$ cat config.mk
export PLATFORM = sky130hd
export DESIGN_NAME = lcd_panel_seq
export DESIGN_NICKNAME = d
export VERILOG_FILES = /design/src/rtl/lcd_seq_pkg.sv /design/src/rtl/lcd_spi_tx.sv /design/src/rtl/lcd_ms_timer.sv /design/src/rtl/lcd_seq_ctrl.sv /design/src/rtl/lcd_panel_seq.sv
export SDC_FILE = /design/constraint.sdc
export NUM_CORES = 1
export LEC_CHECK = 0
export BUFFER_PORTS_ARGS = -buffer_cell sky130_fd_sc_hd__buf_2
export CORE_ASPECT_RATIO = 1.1
export CORE_MARGIN = 2
export CORE_UTILIZATION = 30
export DETAILED_ROUTE_END_ITERATION = 8
export SYNTH_ARGS = -nofsm -noshare
export SYNTH_HDL_FRONTEND = slang
export SYNTH_HIERARCHICAL = 1
export SYNTH_SLANG_ARGS = --single-unit
$ cat constraint.sdc
create_clock -name clk -period 3.6 [get_ports clk]
set_input_delay 0.36 -clock clk [delete_from_list [all_inputs] [get_ports clk]]
set_output_delay 0.36 -clock clk [all_outputs]
set_load 0.01 [all_outputs]
$ cat src/rtl/lcd_seq_pkg.sv
package lcd_seq_pkg;

  localparam int GAMMA_PTS  = 12;
  localparam int GAMMA_W    = 10;
  localparam int GAMMA_BITS = GAMMA_PTS * GAMMA_W;
  localparam int WORD_W     = 16;
  localparam int PC_W       = 5;

  typedef logic [GAMMA_PTS-1:0][GAMMA_W-1:0] gamma_t;

  typedef enum logic [2:0] {
    OP_PWR_UP = 3'd0,
    OP_PWR_DN = 3'd1,
    OP_MODE   = 3'd2,
    OP_MIRROR = 3'd3,
    OP_GAMMA  = 3'd4
  } cmd_op_e;

  typedef enum logic [2:0] {
    ACT_SUPPLY_ON,
    ACT_SUPPLY_OFF,
    ACT_RST_ON,
    ACT_RST_OFF,
    ACT_DELAY,
    ACT_WRITE
  } act_e;

  typedef struct packed {
    act_e       act;
    logic       long_delay;
    logic [5:0] addr;
    logic [7:0] data;
  } step_t;

  // Script layout: bring-up steps 0..22, shutdown steps 23..27.
  localparam logic [PC_W-1:0] PC_UP_FIRST = 5'd0;
  localparam logic [PC_W-1:0] PC_MODE     = 5'd3;
  localparam logic [PC_W-1:0] PC_FLIP     = 5'd7;
  localparam logic [PC_W-1:0] PC_GAMMA    = 5'd8;
  localparam logic [PC_W-1:0] PC_UP_LAST  = 5'd22;
  localparam logic [PC_W-1:0] PC_DN_FIRST = 5'd23;
  localparam logic [PC_W-1:0] PC_DN_LAST  = 5'd27;

  localparam logic [7:0] EDGE_SEL      = 8'h08;
  localparam logic [7:0] CTRL_RUN      = 8'hDF;
  localparam logic [7:0] CTRL_STBY_PWM = 8'hD8;
  localparam logic [7:0] CTRL_STBY     = 8'hD0;
  localparam logic [7:0] AUX_VAL       = 8'hF0;
  localparam logic [7:0] FLIP_BASE     = 8'h17;
  localparam logic [7:0] FLIP_VBIT     = 8'h02;

  localparam gamma_t GAMMA_RST = {10'd1023, 10'd880, 10'd837, 10'd780,
                                  10'd686,  10'd579, 10'd537, 10'd490,
                                  10'd431,  10'd381, 10'd315, 10'd105};

  function automatic logic [WORD_W-1:0] frame_word(input logic [5:0] addr,
                                                   input logic [7:0] data);
    return {addr, 1'b0, 1'b1, data};
  endfunction

  function automatic step_t step_at(input logic [PC_W-1:0] pc,
                                    input logic [2:0]      mode,
                                    input logic            mirror,
                                    input gamma_t          g);
    step_t s;
    int    idx;
    s   = '{act: ACT_WRITE, long_delay: 1'b0, addr: 6'd0, data: 8'd0};
    idx = 0;
    case (pc) inside
      5'd0:  s.act = ACT_SUPPLY_ON;
      5'd1:  begin s.act = ACT_DELAY; s.long_delay = 1'b1; end
      5'd2:  s.act = ACT_RST_OFF;
      5'd3:  begin s.addr = 6'h02; s.data = {5'd0, mode} | EDGE_SEL; end
      5'd4:  begin s.addr = 6'h03; s.data = CTRL_RUN; end
      5'd5:  begin s.addr = 6'h20; s.data = AUX_VAL; end
      5'd6:  begin s.addr = 6'h21; s.data = AUX_VAL; end
      5'd7:  begin
        s.addr = 6'h04;
        s.data = mirror ? (FLIP_BASE & ~FLIP_VBIT) : FLIP_BASE;
      end
      [5'd8:5'd10]: begin
        idx    = int'(pc) - 8;
        s.addr = 6'h11 + 6'(idx);
        s.data = {g[4*idx][9:8], g[4*idx+1][9:8], g[4*idx+2][9:8], g[4*idx+3][9:8]};
      end
      [5'd11:5'd22]: begin
        idx    = int'(pc) - 11;
        s.addr = 6'h14 + 6'(idx);
        s.data = g[idx][7:0];
      end
      5'd23: begin s.addr = 6'h03; s.data = CTRL_STBY_PWM; end
      5'd24: s.act = ACT_RST_ON;
      5'd25: s.act = ACT_DELAY;
      5'd26: begin s.addr = 6'h03; s.data = CTRL_STBY; end
      default: s.act = ACT_SUPPLY_OFF;
    endcase
    return s;
  endfunction

endpackage

$ cat src/rtl/lcd_spi_tx.sv
module lcd_spi_tx #(
  parameter int HALF_DIV = 4,
  parameter int WORD_W   = 16
) (
  input  logic              clk,
  input  logic              rst_n,
  input  logic              start,
  input  logic [WORD_W-1:0] word,
  output logic              done,
  output logic              sclk,
  output logic              cs_n,
  output logic              mosi
);
  localparam int CNT_W = $clog2(HALF_DIV + 1);
  localparam int BIT_W = $clog2(WORD_W);

  typedef enum logic [1:0] {TX_IDLE, TX_SHIFT, TX_GAP} tx_st_e;

  tx_st_e            st;
  logic [CNT_W-1:0]  cnt;
  logic [BIT_W-1:0]  bitn;
  logic [WORD_W-1:0] sh;
  logic              half_up;

  assign half_up = (cnt == CNT_W'(HALF_DIV - 1));
  assign mosi    = !cs_n && sh[WORD_W-1];

  always_ff @(posedge clk or negedge rst_n) begin
    if (!rst_n) begin
      st   <= TX_IDLE;
      cnt  <= '0;
      bitn <= '0;
      sh   <= '0;
      sclk <= 1'b0;
      cs_n <= 1'b1;
      done <= 1'b0;
    end else begin
      done <= 1'b0;
      case (st)
        TX_IDLE: if (start) begin
          sh   <= word;
          cs_n <= 1'b0;
          cnt  <= '0;
          bitn <= '0;
          st   <= TX_SHIFT;
        end
        TX_SHIFT: if (half_up) begin
          cnt  <= '0;
          sclk <= ~sclk;
          if (sclk) begin
            if (bitn == BIT_W'(WORD_W - 1)) begin
              cs_n <= 1'b1;
              st   <= TX_GAP;
            end else begin
              bitn <= bitn + 1'b1;
              sh   <= {sh[WORD_W-2:0], 1'b0};
            end
          end
        end else begin
          cnt <= cnt + 1'b1;
        end
        TX_GAP: if (half_up) begin
          cnt  <= '0;
          done <= 1'b1;
          st   <= TX_IDLE;
        end else begin
          cnt <= cnt + 1'b1;
        end
        default: st <= TX_IDLE;
      endcase
    end
  end
endmodule

$ cat src/rtl/lcd_ms_timer.sv
module lcd_ms_timer #(
  parameter int TICKS_PER_MS = 50000,
  parameter int MS_W         = 8
) (
  input  logic            clk,
  input  logic            rst_n,
  input  logic            start,
  input  logic [MS_W-1:0] ms,
  output logic            done
);
  localparam int TICK_W = $clog2(TICKS_PER_MS + 1);

  logic              run;
  logic [TICK_W-1:0] tick;
  logic [MS_W-1:0]   ms_left;

  always_ff @(posedge clk or negedge rst_n) begin
    if (!rst_n) begin
      run     <= 1'b0;
      tick    <= '0;
      ms_left <= '0;
      done    <= 1'b0;
    end else begin
      done <= 1'b0;
      if (start) begin
        run     <= 1'b1;
        tick    <= '0;
        ms_left <= ms;
      end else if (run) begin
        if (tick == TICK_W'(TICKS_PER_MS - 1)) begin
          tick <= '0;
          if (ms_left <= MS_W'(1)) begin
            run  <= 1'b0;
            done <= 1'b1;
          end else begin
            ms_left <= ms_left - 1'b1;
          end
        end else begin
          tick <= tick + 1'b1;
        end
      end
    end
  end
endmodule

$ cat src/rtl/lcd_seq_ctrl.sv
module lcd_seq_ctrl
  import lcd_seq_pkg::*;
#(
  parameter int MS_W     = 8,
  parameter int LONG_MS  = 160,
  parameter int SHORT_MS = 50
) (
  input  logic              clk,
  input  logic              rst_n,
  input  logic              launch,
  input  logic [PC_W-1:0]   first_pc,
  input  logic [PC_W-1:0]   last_pc,
  input  logic [2:0]        mode,
  input  logic              mirror,
  input  gamma_t            gamma,
  input  logic              spi_done,
  input  logic              tmr_done,
  output logic              spi_go,
  output logic [WORD_W-1:0] spi_word,
  output logic              tmr_go,
  output logic [MS_W-1:0]   tmr_ms,
  output logic              busy,
  output logic              supply_en,
  output logic              panel_rst
);
  typedef enum logic [1:0] {SQ_IDLE, SQ_STEP, SQ_SPI, SQ_TMR} sq_e;

  sq_e             st;
  logic [PC_W-1:0] pc;
  logic [PC_W-1:0] last;
  step_t           cur;
  logic            pin_step;
  logic            adv;

  assign cur      = step_at(pc, mode, mirror, gamma);
  assign spi_word = frame_word(cur.addr, cur.data);
  assign tmr_ms   = cur.long_delay ? MS_W'(LONG_MS) : MS_W'(SHORT_MS);
  assign busy     = (st != SQ_IDLE);

  always_comb begin
    pin_step = (cur.act == ACT_SUPPLY_ON) || (cur.act == ACT_SUPPLY_OFF) ||
               (cur.act == ACT_RST_ON)    || (cur.act == ACT_RST_OFF);
    adv      = ((st == SQ_STEP) && pin_step) ||
               ((st == SQ_SPI) && spi_done) ||
               ((st == SQ_TMR) && tmr_done);
  end

  always_ff @(posedge clk or negedge rst_n) begin
    if (!rst_n) begin
      st        <= SQ_IDLE;
      pc        <= '0;
      last      <= '0;
      spi_go    <= 1'b0;
      tmr_go    <= 1'b0;
      supply_en <= 1'b0;
      panel_rst <= 1'b1;
    end else begin
      spi_go <= 1'b0;
      tmr_go <= 1'b0;
      if (st == SQ_IDLE) begin
        if (launch) begin
          pc   <= first_pc;
          last <= last_pc;
          st   <= SQ_STEP;
        end
      end else if (adv) begin
        if (pc == last) begin
          st <= SQ_IDLE;
        end else begin
          pc <= pc + 1'b1;
          st <= SQ_STEP;
        end
      end else if (st == SQ_STEP) begin
        if (cur.act == ACT_WRITE) begin
          spi_go <= 1'b1;
          st     <= SQ_SPI;
        end else begin
          tmr_go <= 1'b1;
          st     <= SQ_TMR;
        end
      end
      if (st == SQ_STEP) begin
        case (cur.act)
          ACT_SUPPLY_ON:  supply_en <= 1'b1;
          ACT_SUPPLY_OFF: supply_en <= 1'b0;
          ACT_RST_ON:     panel_rst <= 1'b1;
          ACT_RST_OFF:    panel_rst <= 1'b0;
          default: ;
        endcase
      end
    end
  end
endmodule

$ cat src/rtl/lcd_panel_seq.sv
module lcd_panel_seq
  import lcd_seq_pkg::*;
#(
  parameter int TICKS_PER_MS  = 50000,
  parameter int SCLK_HALF_DIV = 4,
  parameter int PWRUP_MS      = 160,
  parameter int PWRDN_MS      = 50
) (
  input  logic                  clk,
  input  logic                  rst_n,
  input  logic                  cmd_valid,
  output logic                  cmd_ready,
  input  logic [2:0]            cmd_op,
  input  logic [2:0]            cmd_mode,
  input  logic                  cmd_mirror,
  input  logic [GAMMA_BITS-1:0] cmd_gamma,
  output logic                  busy,
  output logic                  panel_supply_en,
  output logic                  panel_reset,
  output logic                  spi_sclk,
  output logic                  spi_cs_n,
  output logic                  spi_mosi
);
  localparam int MAX_MS = (PWRUP_MS > PWRDN_MS) ? PWRUP_MS : PWRDN_MS;
  localparam int MS_W   = $clog2(MAX_MS + 1);

  logic              powered;
  logic [2:0]        mode_q;
  logic              mirror_q;
  gamma_t            gamma_q;
  logic              fire;
  logic              launch;
  logic [PC_W-1:0]   first_pc;
  logic [PC_W-1:0]   last_pc;
  logic              spi_go;
  logic              spi_done;
  logic [WORD_W-1:0] spi_word;
  logic              tmr_go;
  logic              tmr_done;
  logic [MS_W-1:0]   tmr_ms;

  assign cmd_ready = !busy;
  assign fire      = cmd_valid && cmd_ready;

  always_comb begin
    launch   = 1'b0;
    first_pc = PC_UP_FIRST;
    last_pc  = PC_UP_LAST;
    if (fire) begin
      case (cmd_op_e'(cmd_op))
        OP_PWR_UP: launch = !powered;
        OP_PWR_DN: begin
          launch   = powered;
          first_pc = PC_DN_FIRST;
          last_pc  = PC_DN_LAST;
        end
        OP_MODE: begin
          launch   = powered;
          first_pc = PC_MODE;
          last_pc  = PC_MODE;
        end
        OP_MIRROR: begin
          launch   = powered;
          first_pc = PC_FLIP;
          last_pc  = PC_FLIP;
        end
        OP_GAMMA: begin
          launch   = powered;
          first_pc = PC_GAMMA;
        end
        default: launch = 1'b0;
      endcase
    end
  end

  always_ff @(posedge clk or negedge rst_n) begin
    if (!rst_n) begin
      powered  <= 1'b0;
      mode_q   <= 3'd7;
      mirror_q <= 1'b0;
      gamma_q  <= GAMMA_RST;
    end else if (fire) begin
      case (cmd_op_e'(cmd_op))
        OP_PWR_UP: powered  <= 1'b1;
        OP_PWR_DN: powered  <= 1'b0;
        OP_MODE:   mode_q   <= cmd_mode;
        OP_MIRROR: mirror_q <= cmd_mirror;
        OP_GAMMA:  gamma_q  <= gamma_t'(cmd_gamma);
        default: ;
      endcase
    end
  end

  lcd_seq_ctrl #(
    .MS_W    (MS_W),
    .LONG_MS (PWRUP_MS),
    .SHORT_MS(PWRDN_MS)
  ) u_ctrl (
    .clk      (clk),
    .rst_n    (rst_n),
    .launch   (launch),
    .first_pc (first_pc),
    .last_pc  (last_pc),
    .mode     (mode_q),
    .mirror   (mirror_q),
    .gamma    (gamma_q),
    .spi_done (spi_done),
    .tmr_done (tmr_done),
    .spi_go   (spi_go),
    .spi_word (spi_word),
    .tmr_go   (tmr_go),
    .tmr_ms   (tmr_ms),
    .busy     (busy),
    .supply_en(panel_supply_en),
    .panel_rst(panel_reset)
  );

  lcd_spi_tx #(
    .HALF_DIV(SCLK_HALF_DIV),
    .WORD_W  (WORD_W)
  ) u_spi (
    .clk  (clk),
    .rst_n(rst_n),
    .start(spi_go),
    .word (spi_word),
    .done (spi_done),
    .sclk (spi_sclk),
    .cs_n (spi_cs_n),
    .mosi (spi_mosi)
  );

  lcd_ms_timer #(
    .TICKS_PER_MS(TICKS_PER_MS),
    .MS_W        (MS_W)
  ) u_tmr (
    .clk  (clk),
    .rst_n(rst_n),
    .start(tmr_go),
    .ms   (tmr_ms),
    .done (tmr_done)
  );
endmodule

* Word level (Yosys, flattened, before mapping)
Cells that the tools add are included.
Cells by class: reduce and logical (&&, ||, !) cells 47, $mul 0, add/subtract/negate cells 12, magnitude comparators 10, multiplexer cells 115, divide/modulo/power cells 0, bitwise operators 1, eq/ne operators 37, shift-type cells 0
Operator list (count):
- 14-bit two-way mux | 13
- 10-bit binary-select mux with 4-bit select | 4
- 32-bit by 6-bit < comparator with 1-bit output, second input constant | 5
- 16-bit two-way mux | 7
- 10-bit two-way mux | 9
- 32-bit by 3-bit adder with 32-bit output, second input constant | 2
- 8-bit two-way mux | 7
- 3-bit two-way mux | 16
- 32-bit by 2-bit adder with 32-bit output, second input constant | 1
- 16-bit case mux with 2 select lines | 1
- 5-bit two-way mux | 6
- 1-bit two-way mux | 27
- 10-bit binary-select mux with 2-bit select | 1
- 5-bit by 3-bit equality test with 1-bit output, second input constant | 4
- 5-bit equality test, second input constant | 4
- 2-bit two-way mux | 10
- 5-bit case mux with 4 select lines | 1
- 2-bit AND reduction | 10
- 2-bit nonzero test | 9
- 16-bit by 1-bit adder with 16-bit output, second input constant | 1
- 16-bit equality test, second input constant | 1
- 4-bit two-way mux | 4
- 3-bit by 2-bit equality test with 1-bit output, second input constant | 5
- 5-bit case mux with 3 select lines | 1
- 36 further kinds | 73
Storage, ports and cells: ROM bits 0, bits in writable memories 0, output and inout bits 7, bits of input ports 130, memories kept 0, logic and storage cells 255, bits in latches 0, register bits 195

* Logic depth before layout (Yosys ltp)
word-level depth 24, mapped depth 14, mapped depth without buffers 10

* By module
The synthesis kept the hierarchy.
Modules (own cells, without submodules):
- lcd_panel_seq | times used 1, area an instance 5245.0 µm², cells each 287
- lcd_seq_ctrl | times used 1, area an instance 2867.8 µm², cells each 331
- lcd_spi_tx | times used 1, area an instance 1532.7 µm², cells each 145
- lcd_ms_timer | times used 1, area an instance 1490.2 µm², cells each 160

* Worst setup path before layout
Ideal clock, no wire load.
path kind register to register, start point register u_ctrl.pc[0], end point register u_spi.sh[0], arrival 3.418 ns, setup time 0.118 ns, data required time 3.482 ns, buffers on the path 5, cell stages (with the launch flop) 15, setup slack 0.064 ns, cell sequence dfrtp_1 -> clkbuf_1 -> buf_1 -> clkbuf_1 -> inv_1 -> ha_1 -> clkbuf_1 -> clkbuf_1 -> mux4_2 -> nand3_1 -> o21ai_1 -> a221oi_1 -> nor3_1 -> nor3b_1 -> a21o_1
Between the ends: longest elaborated chain between the ends 16, elaborated cells on any way between the ends 41, classes of those cells add/sub: 3; order compare: 4; eq/ne: 10; mux: 21; reduce/logical: 3
Ends and longest elaborated chain:
- from (decl) | line lcd_seq_ctrl.sv:29 | logic [PC_W-1:0] pc;
- from (signal assigned) | line lcd_seq_ctrl.sv:62 | pc <= first_pc;
- from (signal assigned) | line lcd_seq_ctrl.sv:70 | pc <= pc + 1'b1;
- 5-bit by 4-bit subtractor with 6-bit output, or another cell as far along | line lcd_seq_pkg.sv:82 | idx = int'(pc) - 8;
- 32-bit by 3-bit adder with 32-bit output, or another cell as far along | line lcd_seq_pkg.sv:84 | s.data = {g[4*idx][9:8], g[4*idx+1][9:8], g[4*idx+2][9:8], g[4*idx+3][9:8]};
- 10-bit binary-select mux with 4-bit select, or another cell as far along | line lcd_seq_pkg.sv:84
- 10-bit two-way mux (implied by the code), or another cell as far along | line lcd_seq_pkg.sv:84
- 10-bit two-way mux (implied by the code) / 14-bit two-way mux (equally long branches) | line lcd_seq_pkg.sv:84, lcd_seq_pkg.sv:69
- 14-bit two-way mux (8 in series) | line lcd_seq_pkg.sv:69 | case (pc) inside
- 14-bit two-way mux (*) | line lcd_seq_pkg.sv:69
- net spi_word[0] | line lcd_panel_seq.sv:37 | logic [WORD_W-1:0] spi_word;
- 16-bit two-way mux (*) | line lcd_spi_tx.sv:40 | TX_IDLE: if (start) begin
- 16-bit case mux with 2 select lines (*) | line lcd_spi_tx.sv:39 | case (st)
- to (signal assigned) | line lcd_spi_tx.sv:41 | sh <= word;
- to (signal assigned) | line lcd_spi_tx.sv:56 | sh <= {sh[WORD_W-2:0], 1'b0};
- to (decl) | line lcd_spi_tx.sv:22 | logic [WORD_W-1:0] sh;
Mark *: on every way through the listed nets, which the timed path passes. The rest lies on a longest branch. The select of a mux whose other input is x is not followed. A chain may end at the register's enable or synchronous reset.

* Worst setup path in the final report
start point register u_ctrl.pc[3], end point register u_ctrl.pc[0]
Between the ends: longest elaborated chain between the ends 24, elaborated cells on any way between the ends 46, classes of those cells order compare: 4; eq/ne: 16; mux: 14; reduce/logical: 12
Ends and longest elaborated chain:
- 5-bit equality test | line lcd_seq_ctrl.sv:35 | assign cur = step_at(pc, mode, mirror, gamma);
- 3-bit two-way mux (14 in series) | line lcd_seq_pkg.sv:69
- 3-bit by 1-bit equality test with 1-bit output / 3-bit logical NOT (equally long branches) | line lcd_seq_ctrl.sv:41 | pin_step = (cur.act == ACT_SUPPLY_ON) || (cur.act == ACT_SUPPLY_OFF) ||
- 1-bit logical OR (2 in series) | line lcd_seq_ctrl.sv:41
- 1-bit logical OR | line lcd_seq_ctrl.sv:42 | (cur.act == ACT_RST_ON) || (cur.act == ACT_RST_OFF);
- 1-bit logical AND | line lcd_seq_ctrl.sv:43 | adv = ((st == SQ_STEP) && pin_step) ||
- 1-bit logical OR | line lcd_seq_ctrl.sv:43
- 1-bit logical OR | line lcd_seq_ctrl.sv:44 | ((st == SQ_SPI) && spi_done) ||
- 2-bit nonzero test (no source line)
- 3-bit AND reduction (no source line) (*)
Mark *: on every way between the ends. The rest lies on a longest branch, timed or not.

==> flow_metrics.env <==
export IMPL_fin_skew_ps=15.2
export IMPL_num_io_pins=137
export IMPL_end_kind="register"
export IMPL_ys_flop_type="dfrtp_1"
export IMPL_die_y_um=206
export IMPL_synthSimpleGateAreaFrac=0.112
export IMPL_routed_via_density=4.99
export IMPL_post_drt_wl_per_cell_um=17.8
export IMPL_cts_tree="built"
export IMPL_post_route_period_util=0.804
export IMPL_power_leakage_uw=0.00577
export IMPL_synth_top_family_by_area="multiplexers"
export IMPL_setup_tns_ps=0
export IMPL_yosysSeqAreaShare=0.446
export IMPL_drc=0
export IMPL_synthTopCellsByCount="dfrtp_1 (122), mux2_4 (89), dfstp_2 (73)"
export IMPL_synth_top_area_share=0.274
export IMPL_grt_pass1_vias=7851
export IMPL_synth_mux_area_frac=0.236
export IMPL_finalHoldViolations=0
export IMPL_grt_first_pass_wirelength_mm=44.3
export IMPL_clkSinkCount=195
export IMPL_syn_area_um2=11100
export IMPL_critical_path_cell_chain="inv_2 > ha_1 > and3_1 > o221ai_4 > nand4b_4 > a2bb2oi_2 > or2_1 > o31ai_4"
export IMPL_ys_ff_latch=195
export IMPL_required_ps=3940
export IMPL_yosys_warnings=6
export IMPL_yosysMostFrequentCell="dfrtp_1"
export IMPL_setup_viol=0
export IMPL_overflow=0
export IMPL_wl_met1_mm=12.7
export IMPL_synth_edf_count=0
export IMPL_critPathTopFamily="compound AO/OA/AOI/OAI gates"
export IMPL_numCtsBuffers=17
export IMPL_antenna_found_initial=8
export IMPL_htree_levels=4
export IMPL_critPathKind="register to register"
export IMPL_cts_max_path_buffers=2
export IMPL_area_delta_synth_final_pct=15.7
export IMPL_wirelength_mm=27.6
export IMPL_cts_resized_gates=0
export IMPL_clockRootBuffer="clkbuf_16"
export IMPL_multi_input_area_um2=5700
export IMPL_synth_compound_area_frac=0.118
export IMPL_avgSynthCellArea_um2=12.1
export IMPL_ys_async_sr_fraction=1.00
export IMPL_critPathLaunchType="register"
export IMPL_critical_path_buf_inv_count=1
export IMPL_wl_met2_mm=13.3
export IMPL_cpPeakStageDelay_ps=740
export IMPL_dr_wl_met3_mm=1.24
export IMPL_maxUsedRoutingLayer="met5"
export IMPL_maxCapViolations=0
export IMPL_clock_latency_ps=440
export IMPL_critPathArrivalTime_ps=3240
export IMPL_slew_headroom=0.309
export IMPL_layout_area_seq_um2=4970
export IMPL_dieArea_um2=38700
export IMPL_cts_setup_buffers=0
export IMPL_track_usage=0.143
export IMPL_n_fill_cell=3681
export IMPL_synth_area_top_cells="dfrtp_1 (27%), dfstp_2 (17%), mux2_4 (12%)"
export IMPL_final_nets=1192
export IMPL_path_max_fanout=18
export IMPL_core_region_area_um2=36900
export IMPL_cts_hold_buffers=0
export IMPL_worst_pin_slew_ps=1030
export IMPL_synthDominantAreaCellType="dfrtp_1"
export IMPL_postSynthCellCount=923
export IMPL_slew_viol_final=0
export IMPL_status="complete, no violations"
export IMPL_dp_hpwl_mm=20.1
export IMPL_drive_gt1_frac=0.437
export IMPL_finalWorstPathRequiredPeriod_ps=2890
export IMPL_p_per_area_nw_per_um2=902
export IMPL_drtIter0Drc=395
export IMPL_die_w_um=188
export IMPL_clock_fmax_mhz=345
export IMPL_num_vias=7742
export IMPL_initial_core_util=0.302
export IMPL_synth_cell_types=94
export IMPL_synth_xor_area_frac=0.0196
export IMPL_postRouteAntennaNets=0
export IMPL_gp_congestion=0.913
export IMPL_hold_slack_ps=14.7
export IMPL_ir_worst_vdd_uv=335
export IMPL_clk_pin_slew_ps=70
export IMPL_grt_max_degree=96
export IMPL_dr_pass1_iters=5
export IMPL_hold_class="input port to asynchronous set/reset pin"
export IMPL_rsz0062_at_grt="false"
export IMPL_critPathSlowestCell="dfrtp_1"
export IMPL_io_buffers=136
export IMPL_num_rows=74
export IMPL_synthAdderAreaFrac=0.0225
[layout make-up]
class | instances | area share
antenna | 3 | 0.000583
clock inverter | 13 | 0.0118
sequential | 195 | 0.386
inverter | 27 | 0.00787
multi-input combinational | 643 | 0.442
clock buffer | 19 | 0.0352
timing repair buffer | 158 | 0.0683
tap | 494 | 0.0480
[cells in the final DEF, fill, tap and decap left out, types with 14 or more instances in the layout]
master     count
a21oi_1       29
buf_2        135
buf_4         20
clkbuf_16     17
dfrtp_1      121
dfstp_2       73
ha_1          20
inv_1         24
mux2_2        41
mux2_4        89
mux2i_1       27
mux4_2        24
nand2_1       40
nand3_1       23
nor2_1        49
nor3_1        14
o21ai_0       54
[power breakdown]
group / leakage, µW / switching, µW / internal, µW / total [µW]
registers: 0.00230 / 747 / 3410 / 4160
logic: 0.00317 / 2750 / 2770 / 5520
clock network: 0.000296 / 972 / 973 / 1940
[kinds of logic (layout without fill, tap and decap cells)]
group	Yosys count	after routing
AOI/OAI and AO/OA	190	190
xor gates and xnor gates	24	24
adders and majority gates	20	20
buffers and inverters	90	217
DFF	195	195
muxes	183	183
other	3	11
and+or+nand+nor	218	218
[worst paths after layout]
| path | from | endpoint | slack, ps | cells past startpoint |
|---|---|---|---|---|
| worst max register to register | u_ctrl/pc[3]$_DFFE_PN0P_ | u_ctrl/pc[0]$_DFFE_PN0P_ | 710 | 8 |
| worst max-delay path | u_ctrl/pc[3]$_DFFE_PN0P_ | u_ctrl/pc[0]$_DFFE_PN0P_ | 710 | 8 |
| min in group clk | cmd_gamma[74] | gamma_q[74]$_DFFE_PN0P_ | 150 | 2 |
| worst min register to register | u_spi/sh[0]$_DFFE_PN0P_ | u_spi/sh[0]$_DFFE_PN0P_ | 490 | 1 |
| max in group asynchronous | rst_n | gamma_q[90]$_DFFE_PN1P_ | 2610 | 2 |
| worst min-delay path | rst_n | u_spi/cnt[1]$_DFFE_PN0P_ | 10 | 1 |
[flip-flops by register name, indices dropped and copies added (netlist names), 2 cells and up]
| register | cells |
|---|---|
| gamma_q | 120 |
| mode_q | 3 |
| u_ctrl/last | 5 |
| u_ctrl/pc | 5 |
| u_ctrl/st | 2 |
| u_spi/bitn | 4 |
| u_spi/cnt | 3 |
| u_spi/sh | 16 |
| u_spi/st | 2 |
| u_tmr/ms_left | 8 |
| u_tmr/tick | 16 |
[metrics by stage]
| stage | cell area, µm² | util | setup slack [ps] | std cells | total power, µW |
|---|---|---|---|---|---|
| after floorplan | 11200 | - | 64.3 | 928 | 8240 |
| after global placement | 12300 | 0.333 | 802 | 1517 | 9600 |
| after detailed placement | 12300 | 0.333 | 751 | 1517 | 9700 |
| after CTS | 12900 | 0.349 | 728 | 1549 | 11700 |
| after global routing | 12900 | 0.349 | 495 | 1551 | 12400 |
| final | 12900 | 0.349 | 706 | 1552 | 11600 |
[metal layers]
| layer | global-route usage | up-vias |
|---|---|---|
| li1 | - | 3638 |
| met1 | 0.187 | 3896 |
| met2 | 0.239 | 171 |
| met3 | 0.0335 | 29 |
| met4 | 0.0363 | 8 |
| met5 | 0 | - |
No activity file was read; power rests on OpenSTA's default activity.
